$ cat src/rtl/bcd_rtc_pkg.sv
package bcd_rtc_pkg;
  localparam int NFIELD = 8;
  localparam int NALARM = 4;

  localparam int F_SEC  = 0;
  localparam int F_MIN  = 1;
  localparam int F_HOUR = 2;
  localparam int F_DOM  = 3;
  localparam int F_DOW  = 4;
  localparam int F_MON  = 5;
  localparam int F_YEAR = 6;
  localparam int F_CENT = 7;

  localparam int A_ALM0 = NFIELD;
  localparam int A_ENAB = 12;
  localparam int A_FLAG = 13;
  localparam int A_CTRL = 14;

  localparam int CTL_INH = 3;
  localparam int CTL_RUN = 0;
  localparam logic [7:0] CTL_MASK = 8'h0B;
  localparam logic [7:0] CTL_RST  = 8'h03;

  function automatic logic [7:0] bcd_inc(input logic [7:0] v);
    logic [7:0] r;
    if (v[3:0] >= 4'd9) begin
      r[3:0] = 4'd0;
      r[7:4] = (v[7:4] >= 4'd9) ? 4'd0 : v[7:4] + 4'd1;
    end else begin
      r[3:0] = v[3:0] + 4'd1;
      r[7:4] = v[7:4];
    end
    return r;
  endfunction

  function automatic logic year_leap(input logic [7:0] y);
    logic [4:0] s;
    s = {y[7:4], 1'b0} + {1'b0, y[3:0]};
    return (s[1:0] == 2'b00);
  endfunction

  function automatic logic [7:0] month_last(input logic [7:0] m, input logic [7:0] y);
    logic [7:0] r;
    if (m == 8'h02)
      r = year_leap(y) ? 8'h29 : 8'h28;
    else if (m == 8'h04 || m == 8'h06 || m == 8'h09 || m == 8'h11)
      r = 8'h30;
    else
      r = 8'h31;
    return r;
  endfunction

  function automatic logic [7:0] field_rst(input int i, input logic [7:0] cent);
    logic [7:0] r;
    if (i == F_DOM || i == F_DOW || i == F_MON) r = 8'h01;
    else if (i == F_CENT)                        r = cent;
    else                                         r = 8'h00;
    return r;
  endfunction
endpackage

$ cat src/rtl/rtc_calendar.sv
module rtc_calendar
  import bcd_rtc_pkg::*;
(
  input  logic [NFIELD-1:0][7:0] cur,
  output logic [NFIELD-1:0][7:0] nxt
);
  logic c_min, c_hour, c_day, c_mon, c_year, c_cent;

  always_comb begin
    c_min  = (cur[F_SEC] == 8'h59);
    c_hour = c_min  && (cur[F_MIN]  == 8'h59);
    c_day  = c_hour && (cur[F_HOUR] == 8'h23);
    c_mon  = c_day  && (cur[F_DOM]  == month_last(cur[F_MON], cur[F_YEAR]));
    c_year = c_mon  && (cur[F_MON]  == 8'h12);
    c_cent = c_year && (cur[F_YEAR] == 8'h99);

    nxt = cur;
    nxt[F_SEC] = c_min ? 8'h00 : bcd_inc(cur[F_SEC]);
    if (c_min)  nxt[F_MIN]  = c_hour ? 8'h00 : bcd_inc(cur[F_MIN]);
    if (c_hour) nxt[F_HOUR] = c_day  ? 8'h00 : bcd_inc(cur[F_HOUR]);
    if (c_day) begin
      nxt[F_DOW] = (cur[F_DOW] == 8'h07) ? 8'h01 : bcd_inc(cur[F_DOW]);
      nxt[F_DOM] = c_mon ? 8'h01 : bcd_inc(cur[F_DOM]);
    end
    if (c_mon)  nxt[F_MON]  = c_year ? 8'h01 : bcd_inc(cur[F_MON]);
    if (c_year) nxt[F_YEAR] = c_cent ? 8'h00 : bcd_inc(cur[F_YEAR]);
    if (c_cent) nxt[F_CENT] = bcd_inc(cur[F_CENT]);
  end
endmodule

$ cat src/rtl/rtc_time_core.sv
module rtc_time_core
  import bcd_rtc_pkg::*;
#(
  parameter logic [7:0] CENT_RST = 8'h20
) (
  input  logic                    clk,
  input  logic                    rst_n,
  input  logic                    tick,
  input  logic                    run,
  input  logic                    inhibit,
  input  logic                    commit,
  input  logic [NFIELD-1:0]       fld_we,
  input  logic [7:0]              wdata,
  output logic [NFIELD-1:0][7:0]  vis_o,
  output logic [NALARM-1:0][7:0]  now_o,
  output logic                    refresh_o
);
  logic [NFIELD-1:0][7:0] cnt_q, cnt_d, merged, adv;
  logic [NFIELD-1:0][7:0] vis_q, vis_d;
  logic [NFIELD-1:0]      dirty_q, dirty_d;
  logic                   tick_go, refresh;

  rtc_calendar u_cal (.cur(merged), .nxt(adv));

  always_comb begin
    tick_go = tick && run;
    refresh = tick && !inhibit;
    for (int i = 0; i < NFIELD; i++) begin
      merged[i] = (commit && dirty_q[i]) ? vis_q[i] : cnt_q[i];
    end
    cnt_d = tick_go ? adv : merged;
    for (int i = 0; i < NFIELD; i++) begin
      if (refresh)                   vis_d[i] = cnt_d[i];
      else if (inhibit && fld_we[i]) vis_d[i] = wdata;
      else                           vis_d[i] = vis_q[i];
      if (commit)                    dirty_d[i] = 1'b0;
      else if (inhibit && fld_we[i]) dirty_d[i] = 1'b1;
      else                           dirty_d[i] = dirty_q[i];
    end
  end

  always_ff @(posedge clk or negedge rst_n) begin
    if (!rst_n) begin
      for (int i = 0; i < NFIELD; i++) begin
        cnt_q[i] <= field_rst(i, CENT_RST);
        vis_q[i] <= field_rst(i, CENT_RST);
      end
      dirty_q <= '0;
    end else begin
      cnt_q   <= cnt_d;
      vis_q   <= vis_d;
      dirty_q <= dirty_d;
    end
  end

  assign vis_o     = vis_q;
  assign now_o     = cnt_d[NALARM-1:0];
  assign refresh_o = refresh;

  p_sec_wrap_r2: assert property (@(posedge clk) disable iff (!rst_n)
    (tick && run && !commit && cnt_q[F_SEC] == 8'h59) |=> (cnt_q[F_SEC] == 8'h00));
  p_refresh_r4: assert property (@(posedge clk) disable iff (!rst_n)
    (tick && !inhibit) |=> (vis_q == cnt_q));
  p_frozen_r5: assert property (@(posedge clk) disable iff (!rst_n)
    (inhibit && fld_we == '0) |=> $stable(vis_q));
  p_dirty_clr_r7: assert property (@(posedge clk) disable iff (!rst_n)
    commit |=> (dirty_q == '0));
  p_nowrite_r8: assert property (@(posedge clk) disable iff (!rst_n)
    (!inhibit && !tick) |=> $stable(vis_q));
  p_halt_r9: assert property (@(posedge clk) disable iff (!rst_n)
    (!run && !commit) |=> $stable(cnt_q));
endmodule

$ cat src/rtl/rtc_alarm.sv
module rtc_alarm
  import bcd_rtc_pkg::*;
(
  input  logic                   clk,
  input  logic                   rst_n,
  input  logic [NALARM-1:0]      alm_we,
  input  logic [7:0]             wdata,
  input  logic                   refresh,
  input  logic [NALARM-1:0][7:0] now,
  input  logic                   flag_rd,
  output logic [NALARM-1:0][7:0] alm_o,
  output logic                   flag_o
);
  logic [NALARM-1:0][7:0] alm_q, alm_d;
  logic [NALARM-1:0]      hit;
  logic                   flag_q, flag_d;

  for (genvar g = 0; g < NALARM; g++) begin : g_cmp
    assign hit[g] = (alm_q[g] == now[g]);
  end

  always_comb begin
    for (int i = 0; i < NALARM; i++) begin
      alm_d[i] = alm_we[i] ? wdata : alm_q[i];
    end
    if (refresh && (&hit)) flag_d = 1'b1;
    else if (flag_rd)      flag_d = 1'b0;
    else                   flag_d = flag_q;
  end

  always_ff @(posedge clk or negedge rst_n) begin
    if (!rst_n) begin
      alm_q  <= '0;
      flag_q <= 1'b0;
    end else begin
      alm_q  <= alm_d;
      flag_q <= flag_d;
    end
  end

  assign alm_o  = alm_q;
  assign flag_o = flag_q;

  p_flag_src_r10: assert property (@(posedge clk) disable iff (!rst_n)
    $rose(flag_q) |-> $past(refresh));
  p_rdclr_r11: assert property (@(posedge clk) disable iff (!rst_n)
    (flag_rd && !refresh) |=> !flag_q);
endmodule

$ cat src/rtl/bcd_rtc.sv
module bcd_rtc
  import bcd_rtc_pkg::*;
#(
  parameter int         ADDR_W   = 4,
  parameter logic [7:0] CENT_RST = 8'h20
) (
  input  logic              clk,
  input  logic              rst_n,
  input  logic              tick,
  input  logic [ADDR_W-1:0] reg_addr,
  input  logic              reg_wr,
  input  logic              reg_rd,
  input  logic [7:0]        reg_wdata,
  output logic [7:0]        reg_rdata,
  output logic              irq_n
);
  localparam logic [ADDR_W-1:0] AD_CTRL = ADDR_W'(A_CTRL);
  localparam logic [ADDR_W-1:0] AD_ENAB = ADDR_W'(A_ENAB);
  localparam logic [ADDR_W-1:0] AD_FLAG = ADDR_W'(A_FLAG);

  logic [7:0]             ctrl_q, ctrl_d;
  logic                   aie_q, aie_d;
  logic [NFIELD-1:0]      fld_we;
  logic [NALARM-1:0]      alm_we;
  logic                   ctrl_wr, commit, flag_rd, refresh, flag;
  logic [NFIELD-1:0][7:0] vis;
  logic [NALARM-1:0][7:0] now, alm;

  always_comb begin
    for (int i = 0; i < NFIELD; i++)
      fld_we[i] = reg_wr && (reg_addr == ADDR_W'(i));
    for (int j = 0; j < NALARM; j++)
      alm_we[j] = reg_wr && (reg_addr == ADDR_W'(A_ALM0 + j));
    ctrl_wr = reg_wr && (reg_addr == AD_CTRL);
    commit  = ctrl_wr && ctrl_q[CTL_INH] && !reg_wdata[CTL_INH];
    flag_rd = reg_rd && (reg_addr == AD_FLAG);
    ctrl_d  = ctrl_wr ? (reg_wdata & CTL_MASK) : ctrl_q;
    aie_d   = (reg_wr && reg_addr == AD_ENAB) ? reg_wdata[0] : aie_q;
  end

  always_ff @(posedge clk or negedge rst_n) begin
    if (!rst_n) begin
      ctrl_q <= CTL_RST;
      aie_q  <= 1'b0;
    end else begin
      ctrl_q <= ctrl_d;
      aie_q  <= aie_d;
    end
  end

  rtc_time_core #(.CENT_RST(CENT_RST)) u_core (
    .clk(clk), .rst_n(rst_n), .tick(tick),
    .run(ctrl_q[CTL_RUN]), .inhibit(ctrl_q[CTL_INH]), .commit(commit),
    .fld_we(fld_we), .wdata(reg_wdata),
    .vis_o(vis), .now_o(now), .refresh_o(refresh)
  );

  rtc_alarm u_alarm (
    .clk(clk), .rst_n(rst_n), .alm_we(alm_we), .wdata(reg_wdata),
    .refresh(refresh), .now(now), .flag_rd(flag_rd),
    .alm_o(alm), .flag_o(flag)
  );

  always_comb begin
    reg_rdata = 8'h00;
    for (int i = 0; i < NFIELD; i++)
      if (reg_addr == ADDR_W'(i)) reg_rdata = vis[i];
    for (int j = 0; j < NALARM; j++)
      if (reg_addr == ADDR_W'(A_ALM0 + j)) reg_rdata = alm[j];
    if (reg_addr == AD_ENAB) reg_rdata = {7'd0, aie_q};
    if (reg_addr == AD_FLAG) reg_rdata = {7'd0, flag};
    if (reg_addr == AD_CTRL) reg_rdata = ctrl_q;
  end

  assign irq_n = ~(flag & aie_q);

  p_irq_release_r12: assert property (@(posedge clk) disable iff (!rst_n)
    (flag_rd && !refresh) |=> irq_n);
endmodule

$ cat config.mk
export PLATFORM = sky130hd
export DESIGN_NAME = bcd_rtc
export DESIGN_NICKNAME = d
export VERILOG_FILES = /design/src/rtl/bcd_rtc_pkg.sv /design/src/rtl/rtc_calendar.sv /design/src/rtl/rtc_time_core.sv /design/src/rtl/rtc_alarm.sv /design/src/rtl/bcd_rtc.sv
export SDC_FILE = /design/constraint.sdc
export NUM_CORES = 1
export LEC_CHECK = 0
export BUFFER_PORTS_ARGS = -buffer_cell sky130_fd_sc_hd__clkbuf_2
export CORE_ASPECT_RATIO = 0.7
export CORE_MARGIN = 1
export CORE_UTILIZATION = 55
export DETAILED_ROUTE_END_ITERATION = 10
export MAX_ROUTING_LAYER = met4
export PLACE_DENSITY = 0.78
export SYNTH_ARGS = -nofsm -noshare
export SYNTH_HDL_FRONTEND = slang
export SYNTH_SLANG_ARGS = --single-unit
$ cat constraint.sdc
create_clock -name clk -period 10.5 [get_ports clk]
set_input_delay 2.1 -clock clk [delete_from_list [all_inputs] [get_ports clk]]
set_output_delay 2.1 -clock clk [all_outputs]
set_load 0.005 [all_outputs]
### Word-level counts from Yosys, hierarchy flattened

Cells that the tools add are included.

* add/subtract/negate cells: 17
* magnitude comparators: 16
* eq/ne operators: 30
* multiplexer cells: 90
* bitwise operators: 2
* reductions and logical operators: 66

Operators with widths (number)
* $mux W8: 59
* $add A4 B1 Y4 const B: 16
* $ge A4 B4 Y1 const B: 16
* $mux W64: 1
* $logic_and A1 B1 Y1: 41
* $eq A8 B8 Y1: 5
* $reduce_bool A2 Y1: 17
* $mux W4: 8
* $eq A4 B4 Y1 const B: 7
* $eq A8 B3 Y1 const B: 3
* $mux W1: 20
* $eq A4 B3 Y1 const B: 4
* $eq A8 B5 Y1 const B: 2
* $eq A8 B7 Y1 const B: 2
* $mux W16: 1
* $eq A4 B2 Y1 const B: 2
* $eq A8 B2 Y1 const B: 1
* $eq A8 B4 Y1 const B: 1
* $eq A8 B6 Y1 const B: 1
* $eq A8 B8 Y1 const B: 1
* $mux W5: 1
* $eq A4 B1 Y1 const B: 1
* $logic_not A4 Y1: 1
* $reduce_and A4 Y1: 1
* 6 further kinds: 9

* register bits: 173
* output and inout port bits: 9
* word-level logic and storage cells: 252

### Depth between registers and ports, before layout

Gate-level depths: netlist of the first run.

* depth in word-level cells: 23
* mapped depth: 19
* depth with buffers taken out: 15

### Modules after synthesis

Synthesis of the first run repeated with hierarchy kept, for this count alone.

* cell total of the unflattened synthesis: 1441
* area total of the unflattened synthesis: 13421.6 um^2

By module, submodules not included
* rtc_time_core: instances 1, cells each 768, area an instance 7883.8 um^2
* rtc_calendar: instances 1, cells each 383, area an instance 2572.5 um^2
* rtc_alarm: instances 1, cells each 114, area an instance 1560.2 um^2
* bcd_rtc: instances 1, cells each 176, area an instance 1405.1 um^2

### Least setup slack after synthesis of the first run

No wires, ideal clock.

* path type: input -> register
* start point: input port reg_addr[0]
* end point: register u_core.vis_q (netlist bit u_core.vis_o[47])
* setup time: 0.118 ns
* arrival time: 6.107 ns
* required time: 10.382 ns
* path slack: 4.275 ns
* stages on the path: 16
* buffers on the path: 2
* cell sequence: buf_4 -> nand4b_4 -> nor3_4 -> clkbuf_1 -> mux2i_1 -> ha_1 -> nand2_1 -> nor4_1 -> mux2i_1 -> or4_4 -> nor4_4 -> o21ai_1 -> or3_1 -> o21ai_1 -> o21ai_1 -> a21o_1

RTL lines
* from (decl): line bcd_rtc.sv:10 `input logic [ADDR_W-1:0] reg_addr,`
* to (signal, indexed assignment): line rtc_time_core.sv:46 `vis_q[i] <= field_rst(i, CENT_RST);`
* to (signal assigned): line rtc_time_core.sv:51 `vis_q <= vis_d;`
* to (decl): line rtc_time_core.sv:19 `logic [NFIELD-1:0][7:0] vis_q, vis_d;`

==> impl_results.md, run 1 <==
* Outcome: complete, no violations
* Sequential fraction of the synthesis area at 0.364
* WP data required at roughly 11000 ps
* Worst vdd ir at roughly 0.00012 V
* Clk_lat worst skew at between 400 and 500 ps
* Pwr/cell area at 157 nW/µm²
* Mapped Cells at ~1300
* Antenna-violating nets left at 0
* GP Congestion at approximately 1.0
* Clock transition at path regs at 70 ps
* Synth cell types at between 70 and 80
* Synth-to-Final Area Change at 7.74%
* CTS tree: yes
* Max-Slew Margin vs Limit at 0.193
* Number of synthesized flops with an enable pin at 0
* Total Routing Usage GR at 0.381
* Num ports at 26
* CP Launch Type: primary input
* Place WS at between 2000 and 3000 ps
* Total routed wirelength at 40100 µm
* Clock root buffer: clkbuf_16
* # placed instances at about 1500
* Syn avg cell area at 9.30 µm²
* Netlist Area Pre-Place at about 12000 µm²
* Setup TNS at 0 ps
* Minimum clock period at approximately 7800 ps
* Die height at about 130 µm
* CTS buffer count at 17
* Post-synth top flop: dfrtp_1
* Vias per Instance at a little under 7
* Fin Hold WS at 500 ps
* Combinational power share at 0.233
* RSZ-0062 raised after global routing: no
* Die width at ~180 µm
* Clock sinks at approximately 170
* Pint at approximately 1.3 mW
* Reg power frac at 0.440
* Final setup vio count at 0
* Final core occ at 0.613
* Crit path capture type: flip-flop
* Worst Path Arrival at about 8000 ps
* # fillers at approximately 1800
* Placed inst area at ~12000 µm²
* Rows at between 40 and 50
* Max-Cap Viols at 0
* Largest net degree at the start of global routing at ~100
* DRT Pass-1 Iters at 5
* Core area at approximately 21000 µm²
* # nets final at 1341
* CTS resizes at 0
* Skew final at roughly 13 ps
* P_leak at about 5.9 nW
* Final Non-Filler Cells at 1566
* Worst slew pin tran at roughly 1200 ps
* Syn. warnings at 0
* HPWL Detailed at approximately 29000 µm
* Worst setup margin at 2690 ps
* H-tree levels at 4
* Maximum clock frequency at around 130 MHz
* Endpoints failing hold at 0
* Syn Nets at 1350
* Cts-stage hold buffer count at 0
* Clock Path Buffers at 2
* Worst-path maximum fanout at 43
* Sw Ratio at 0.348
* Share of the clock period used by the worst path at 0.744
* Routed length per placed instance at between 20 and 30 µm
* Vias at approximately 11000
* Post-route cell area at about 13000 µm²
* Ys async rst share at 1.00
* Net load switching power at 0.704 mW
* # Post-CTS Setup Buffers at 0
* Die area at 22300 µm²
* Power, Total at 2.02 mW
* Crit Path Category: primary input to flip-flop
* Class of the tightest hold or removal check: flip-flop to flip-flop
* Initial Util at 0.569
* Global-route wire length before repair at between 60000 and 70000 µm
* Vias in the first global route at between 9000 and 10000
* Fin. max-slew vios at 0
* DRC at 0
* PortBufs at 25
* Congestion Overflow GR at 0
* Number of DRC markers in iteration 0 at 1628
* Clk pwr share at 0.327
* Proportion of layout cells with a drive suffix above 1 at 0.125
* Post-synthesis register bit count at 173
* Initial antenna violation count at 4
-- logic make-up (layout without fill, tap and decap cells) --
logic type / Yosys count / after routing / synth area share
AO/OA/AOI/OAI: 287 / 287 / 0.157
XOR/XNOR: 25 / 25 / 0.0183
adder cells (fa/ha/maj): 50 / 50 / 0.0524
buffers and inverters: 118 / 121 / 0.0384
flip-flops: 173 / 173 / 0.364
multiplexers: 205 / 205 / 0.186
other: 0 / 4 / 0
AND/OR/NAND/NOR: 425 / 425 / 0.184
-- worst max-delay path, cell delays in order --
cell and delay, ps:
clkbuf_2 660, nand4b_4 420, nor2_1 1040, mux2i_1 370, inv_1 160, ha_1 220, and2_1 240, and4_1 230
nor2_1 110, or4_4 550, nor2_1 750, o211ai_1 350, and3_1 290, xnor2_1 150, o2111ai_1 220, o31ai_1 280
-- synthesized netlist by cell type, types with 5 or more instances --
cell type / n / area share
nand2_1: 122 / 0.038
buf_1: 11 / 0.0035
nor3b_1: 5 / 0.0031
o221ai_1: 8 / 0.0059
a22oi_1: 8 / 0.0050
or2_2: 8 / 0.0042
clkbuf_1: 44 / 0.014
o211ai_1: 15 / 0.0094
nand3b_1: 7 / 0.0044
ha_1: 50 / 0.052
mux2i_1: 139 / 0.12
o2111ai_1: 6 / 0.0044
nand4b_1: 6 / 0.0044
buf_2: 6 / 0.0025
a21o_1: 20 / 0.013
dfstp_2: 10 / 0.022
mux2_2: 58 / 0.055
xor2_1: 15 / 0.011
and3_1: 10 / 0.0052
nand4_1: 23 / 0.012
o21a_1: 11 / 0.0069
and2_1: 9 / 0.0047
nor3_1: 23 / 0.0096
a21oi_1: 36 / 0.015
nor4_1: 15 / 0.0079
o21ai_0: 103 / 0.043
inv_1: 55 / 0.017
o21ai_1: 5 / 0.0021
and4_1: 6 / 0.0044
xnor2_1: 10 / 0.0073
a31oi_1: 14 / 0.0073
a32oi_1: 5 / 0.0037
or3_1: 8 / 0.0042
nand2b_1: 16 / 0.0084
nor2b_1: 13 / 0.0068
mux4_2: 8 / 0.015
nand3_1: 32 / 0.013
dfrtp_1: 163 / 0.34
o22ai_1: 9 / 0.0047
nor2_1: 99 / 0.031
-- layout by cell type (no fill, tap or decap), drive strengths merged, types with 16 or more instances in the layout --
cell | Yosys | final
nand2b | 16 | 16
dfrtp | 163 | 163
mux2 | 58 | 58
clkbuf | 44 | 51
nand4 | 23 | 23
ha | 50 | 50
a21oi | 36 | 36
nor3 | 26 | 26
nand2 | 122 | 122
a21o | 20 | 20
inv | 55 | 55
nor4 | 17 | 17
nor2 | 101 | 101
o21ai | 108 | 108
nand3 | 32 | 32
mux2i | 139 | 139
-- sequential cells by signal, indices dropped and copies added (netlist names) --
signal          count
aie_q               1
ctrl_q              3
u_alarm.alm_o      32
u_alarm.flag_o      1
u_core.cnt_q       64
u_core.dirty_q      8
u_core.vis_o       64
-- power by group through the flow --
stage | registers (mW) | clock network (mW) | logic [mW]
after floorplan | 0.823 | 0 | 0.328
after global placement | 0.888 | 0 | 0.451
after detailed placement | 0.888 | 0 | 0.452
after CTS | 0.878 | 0.664 | 0.455
after global routing | 0.892 | 0.692 | 0.509
final | 0.890 | 0.662 | 0.470
-- routing by layer --
layer  track usage  up-vias  part of all wire
li1              -     4684                 -
met1         0.555     5253              0.44
met2         0.481      655              0.40
met3         0.141       79              0.14
met4         0.115        0             0.023
met5             -        -                 0
-- final timing paths --
| path | end | cells past startpoint | from | slack [ps] |
|---|---|---|---|---|
| setup / recovery | u_alarm.flag_o | 16 | reg_addr[1] | 2690 |
| hold reg to reg | u_core.dirty_q[7] | 2 | u_core.dirty_q[7] | 500 |
| min in group asynchronous | u_core.cnt_q[62] | 1 | rst_n | 1750 |
| max in group asynchronous | u_alarm.alm_o[27] | 2 | rst_n | 7260 |
| hold / removal | u_core.dirty_q[7] | 2 | u_core.dirty_q[7] | 500 |
| setup reg to reg | u_alarm.flag_o | 15 | ctrl_q[3] | 4360 |
-- layout make-up --
cell class | instances | area (µm²) | area share
timing repair buffer | 35 | 206 | 0.0161
inverter | 55 | 206 | 0.0161
clock inverter | 4 | 77.6 | 0.00603
multi-input combinational | 992 | 7160 | 0.557
clock buffer | 27 | 513 | 0.0399
tap | 276 | 345 | 0.0269
sequential | 173 | 4340 | 0.338
antenna | 4 | 10.0 | 0.000778
No activity file was read; power rests on OpenSTA's default activity.
==> run 2, diff against run 1 <==
ABC_AREA = 1   (was unset)
clock period = 8 ns   (was 10.5 ns; I/O delays follow)
==> run 2 against run 1 <==
  * Sequential share of layout area rose by 1.1 points
  * Global-route usage hardly changed
  * Utilization is 0.77 points higher
  * First-iteration DRC count decreased by 11%
  * Die area fell by 4.4%
  * Register-to-register slack lost 1300 ps
  * Sequential cell count unchanged
  * Largest power group unchanged
  * Highest routed layer unchanged
==> impl_results.md, run 2 <==
* Max-Cap Viols at 0
* Core area at between 20000 and 25000 µm²
* Global-route wire length before repair at about 60000 µm
* Routed length per placed instance at around 20 µm
* Compound-Gate Fraction of Synth Area at 0.159
* Initial Util at 0.568
* Setup TNS at 0 ps
* Skew final at between 10 and 15 ps
* Total Routing Usage GR at 0.381
* Proportion of layout cells with a drive suffix above 1 at 0.0831
* Mux share of post-synthesis cell area at 0
* P_leak at 6.45 nW
* Outcome: complete, no violations
* Minimum clock period at a little under 6000 ps
* HPWL Detailed at approximately 29000 µm
* Worst slew pin tran at around 1000 ps
* Commonest cells in the netlist: nand2_1, inv_1, dfrtp_1
* # Post-CTS Setup Buffers at 0
* Most common cell after layout, fill and taps aside: nand2_1
* Synth Area in XOR/XNOR at 0.0131
* Sequential fraction of the synthesis area at 0.381
* CTS tree: yes
* Clock Path Buffers at 2
* Vias in the first global route at 10200
* Number of DRC markers in iteration 0 at ~1500
* Vias at ~11000
* Hold path start: u_core.vis_o[29]
* Main combinational cell family by area after synthesis: simple AND/OR/NAND/NOR gates
* Share of the clock period used by the worst path at 0.726
* Worst vdd ir at 0.000166 V
* Reg2reg path depth at 20
* Class of the tightest hold or removal check: flip-flop to flip-flop
* Vias per Instance at about 5.9
* WP data required at 8330 ps
* R2r endpoint: u_alarm.flag_o
* Num ports at 26
* DRC at 0
* Congestion Overflow GR at 0
* Crit path capture type: flip-flop
* Final setup vio count at 0
* Worst setup margin at 2190 ps
* CP Launch Type: primary input
* WHS Endpoint: u_core.vis_o[29]
* Ys async rst share at 1.00
* Die width at roughly 170 µm
* Fin. max-slew vios at 0
* Worst r2r src: ctrl_q[3]
* Syn avg cell area at slightly above 7 µm²
* Syn. warnings at 0
* GP Congestion at ~1.1
* # nets final at about 1700
* Antenna-violating nets left at 0
* PortBufs at 25
* Post-synthesis register bit count at between 150 and 200
* H-tree levels at 4
* Final Non-Filler Cells at about 1900
* Clk_lat worst skew at around 440 ps
* Die area at 21300 µm²
* Pwr/cell area at 241 nW/µm²
* Maximum clock frequency at 172 MHz
* Clock transition at path regs at 70 ps
* Hold path depth at 2
* CTS resizes at 0
* Top-count cell post-synth: nand2_1
* RSZ-0062 raised after global routing: no
* Syn Nets at around 1700
* Synth cell types at between 50 and 60
* Share of the synthesized area in the top cell type at 0.358
* Synth area leader: dfrtp_1
* Largest net degree at the start of global routing at 99
* CTS buffer count at 17
* # placed instances at between 1500 and 2000
* Final core occ at 0.621
* Rows at 43
* Netlist Area Pre-Place at around 11000 µm²
* Place WS at between 1500 and 2000 ps
* Max-Slew Margin vs Limit at 0.288
* Synth-to-Final Area Change at 9.20%
* Clock root buffer: clkbuf_16
* DRT Pass-1 Iters at 6
* Total routed wirelength at 38200 µm
* Worst-path maximum fanout at 16
* Most frequent cells in the layout: nand2_1, inv_1, dfrtp_1
* Mapped Cells at 1600
* Most area-consuming cells after synthesis: dfrtp_1, nand2_1, inv_1, o21ai_0, ha_1
* Number of synthesized flops with an enable pin at 0
* Clock sinks at between 150 and 200
* Initial antenna violation count at 0
* Adder-Cell Fraction of Synth Area at 0.0548
* Die height at around 120 µm
* Crit Path Category: primary input to flip-flop
* Cts-stage hold buffer count at 0
* Register-to-Register Setup Slack at 3100 ps
* Post-synth top flop: dfrtp_1
* Endpoints failing hold at 0
* Post-Synth Simple-Gate Area at 0.292
* Power, Total at between 3 and 4 mW
* Worst Path Arrival at 6130 ps
==> run 2: changes by cell type after synthesis, sizes merged, moves of 14 or more <==
cell / delta
mux2: -58
nor3: -18
nand2b: -16
a21oi: +20
nand3: +61
o21ai: +44
inv: +208
nor4: -14
nand2: +378
a21o: -20
clkbuf: -31
mux2i: -139
==> run 2: routing by layer <==
metal	up-vias	track usage	part of all wire
met5	-	-	0
met4	0	0.110	0.021
met3	58	0.127	0.14
met2	645	0.510	0.40
met1	5330	0.540	0.44
li1	5242	-	-
==> run 2: area by class of cell <==
type / instances / area, µm²
fillers: 1807 / 7610
repair buffers: 34 / 199
multi-input cells: 1133 / 5930
clock buffers: 19 / 453
well taps: 270 / 338
clock inverters: 13 / 201
inverters: 265 / 995
diodes: 1 / 2.50
flip-flops and latches: 173 / 4340
==> run 2: worst max-delay path by stage <==
stage	start	endpoint
after floorplan	reg_addr[2]	reg_rdata[6]
after global placement	reg_wr	u_alarm.flag_o
after detailed placement	reg_wr	u_core.vis_o[61]
after CTS	reg_wr	u_core.vis_o[60]
after global routing	reg_wr	u_alarm.flag_o
final	reg_wr	u_alarm.flag_o
==> run 2: metrics by stage <==
stage | instance area [µm²] | hold WS (ps)
after floorplan | 11400 | 453
after global placement | 11800 | 466
after detailed placement | 11800 | 474
after CTS | 12500 | 493
after global routing | 12500 | 519
final | 12500 | 498
==> run 2: cells by family after synthesis <==
| family | Yosys count |
|---|---|
| XOR/XNOR | 17 |
| AO/OA/AOI/OAI | 300 |
| AND/OR/NAND/NOR | 766 |
| adder cells (fa/ha/maj) | 50 |
| buffers and inverters | 294 |
| flip-flops | 173 |
==> run 2: where the power goes <==
group	switching, mW	internal (mW)	total, mW
Sequential	0.153	1.05	1.21
Combinational	0.592	0.272	0.864
Clock	0.386	0.548	0.934
==> run 2: worst max-delay path, stage by stage <==
cell and delay (ps):
clkbuf_2 240, nand2_2 140, nor2_4 380, nand3_2 400, o21ai_0 610, ha_1 290
nand4_2 150, nor2_4 290, nand3_2 280, inv_2 190, nand2_1 480, nor2_1 390
nand3_1 150, nand2_1 140, nand2_1 70, nand2_1 60, inv_1 40, nand2_1 50
nor2_1 40, nand3_1 70, nand2_1 60
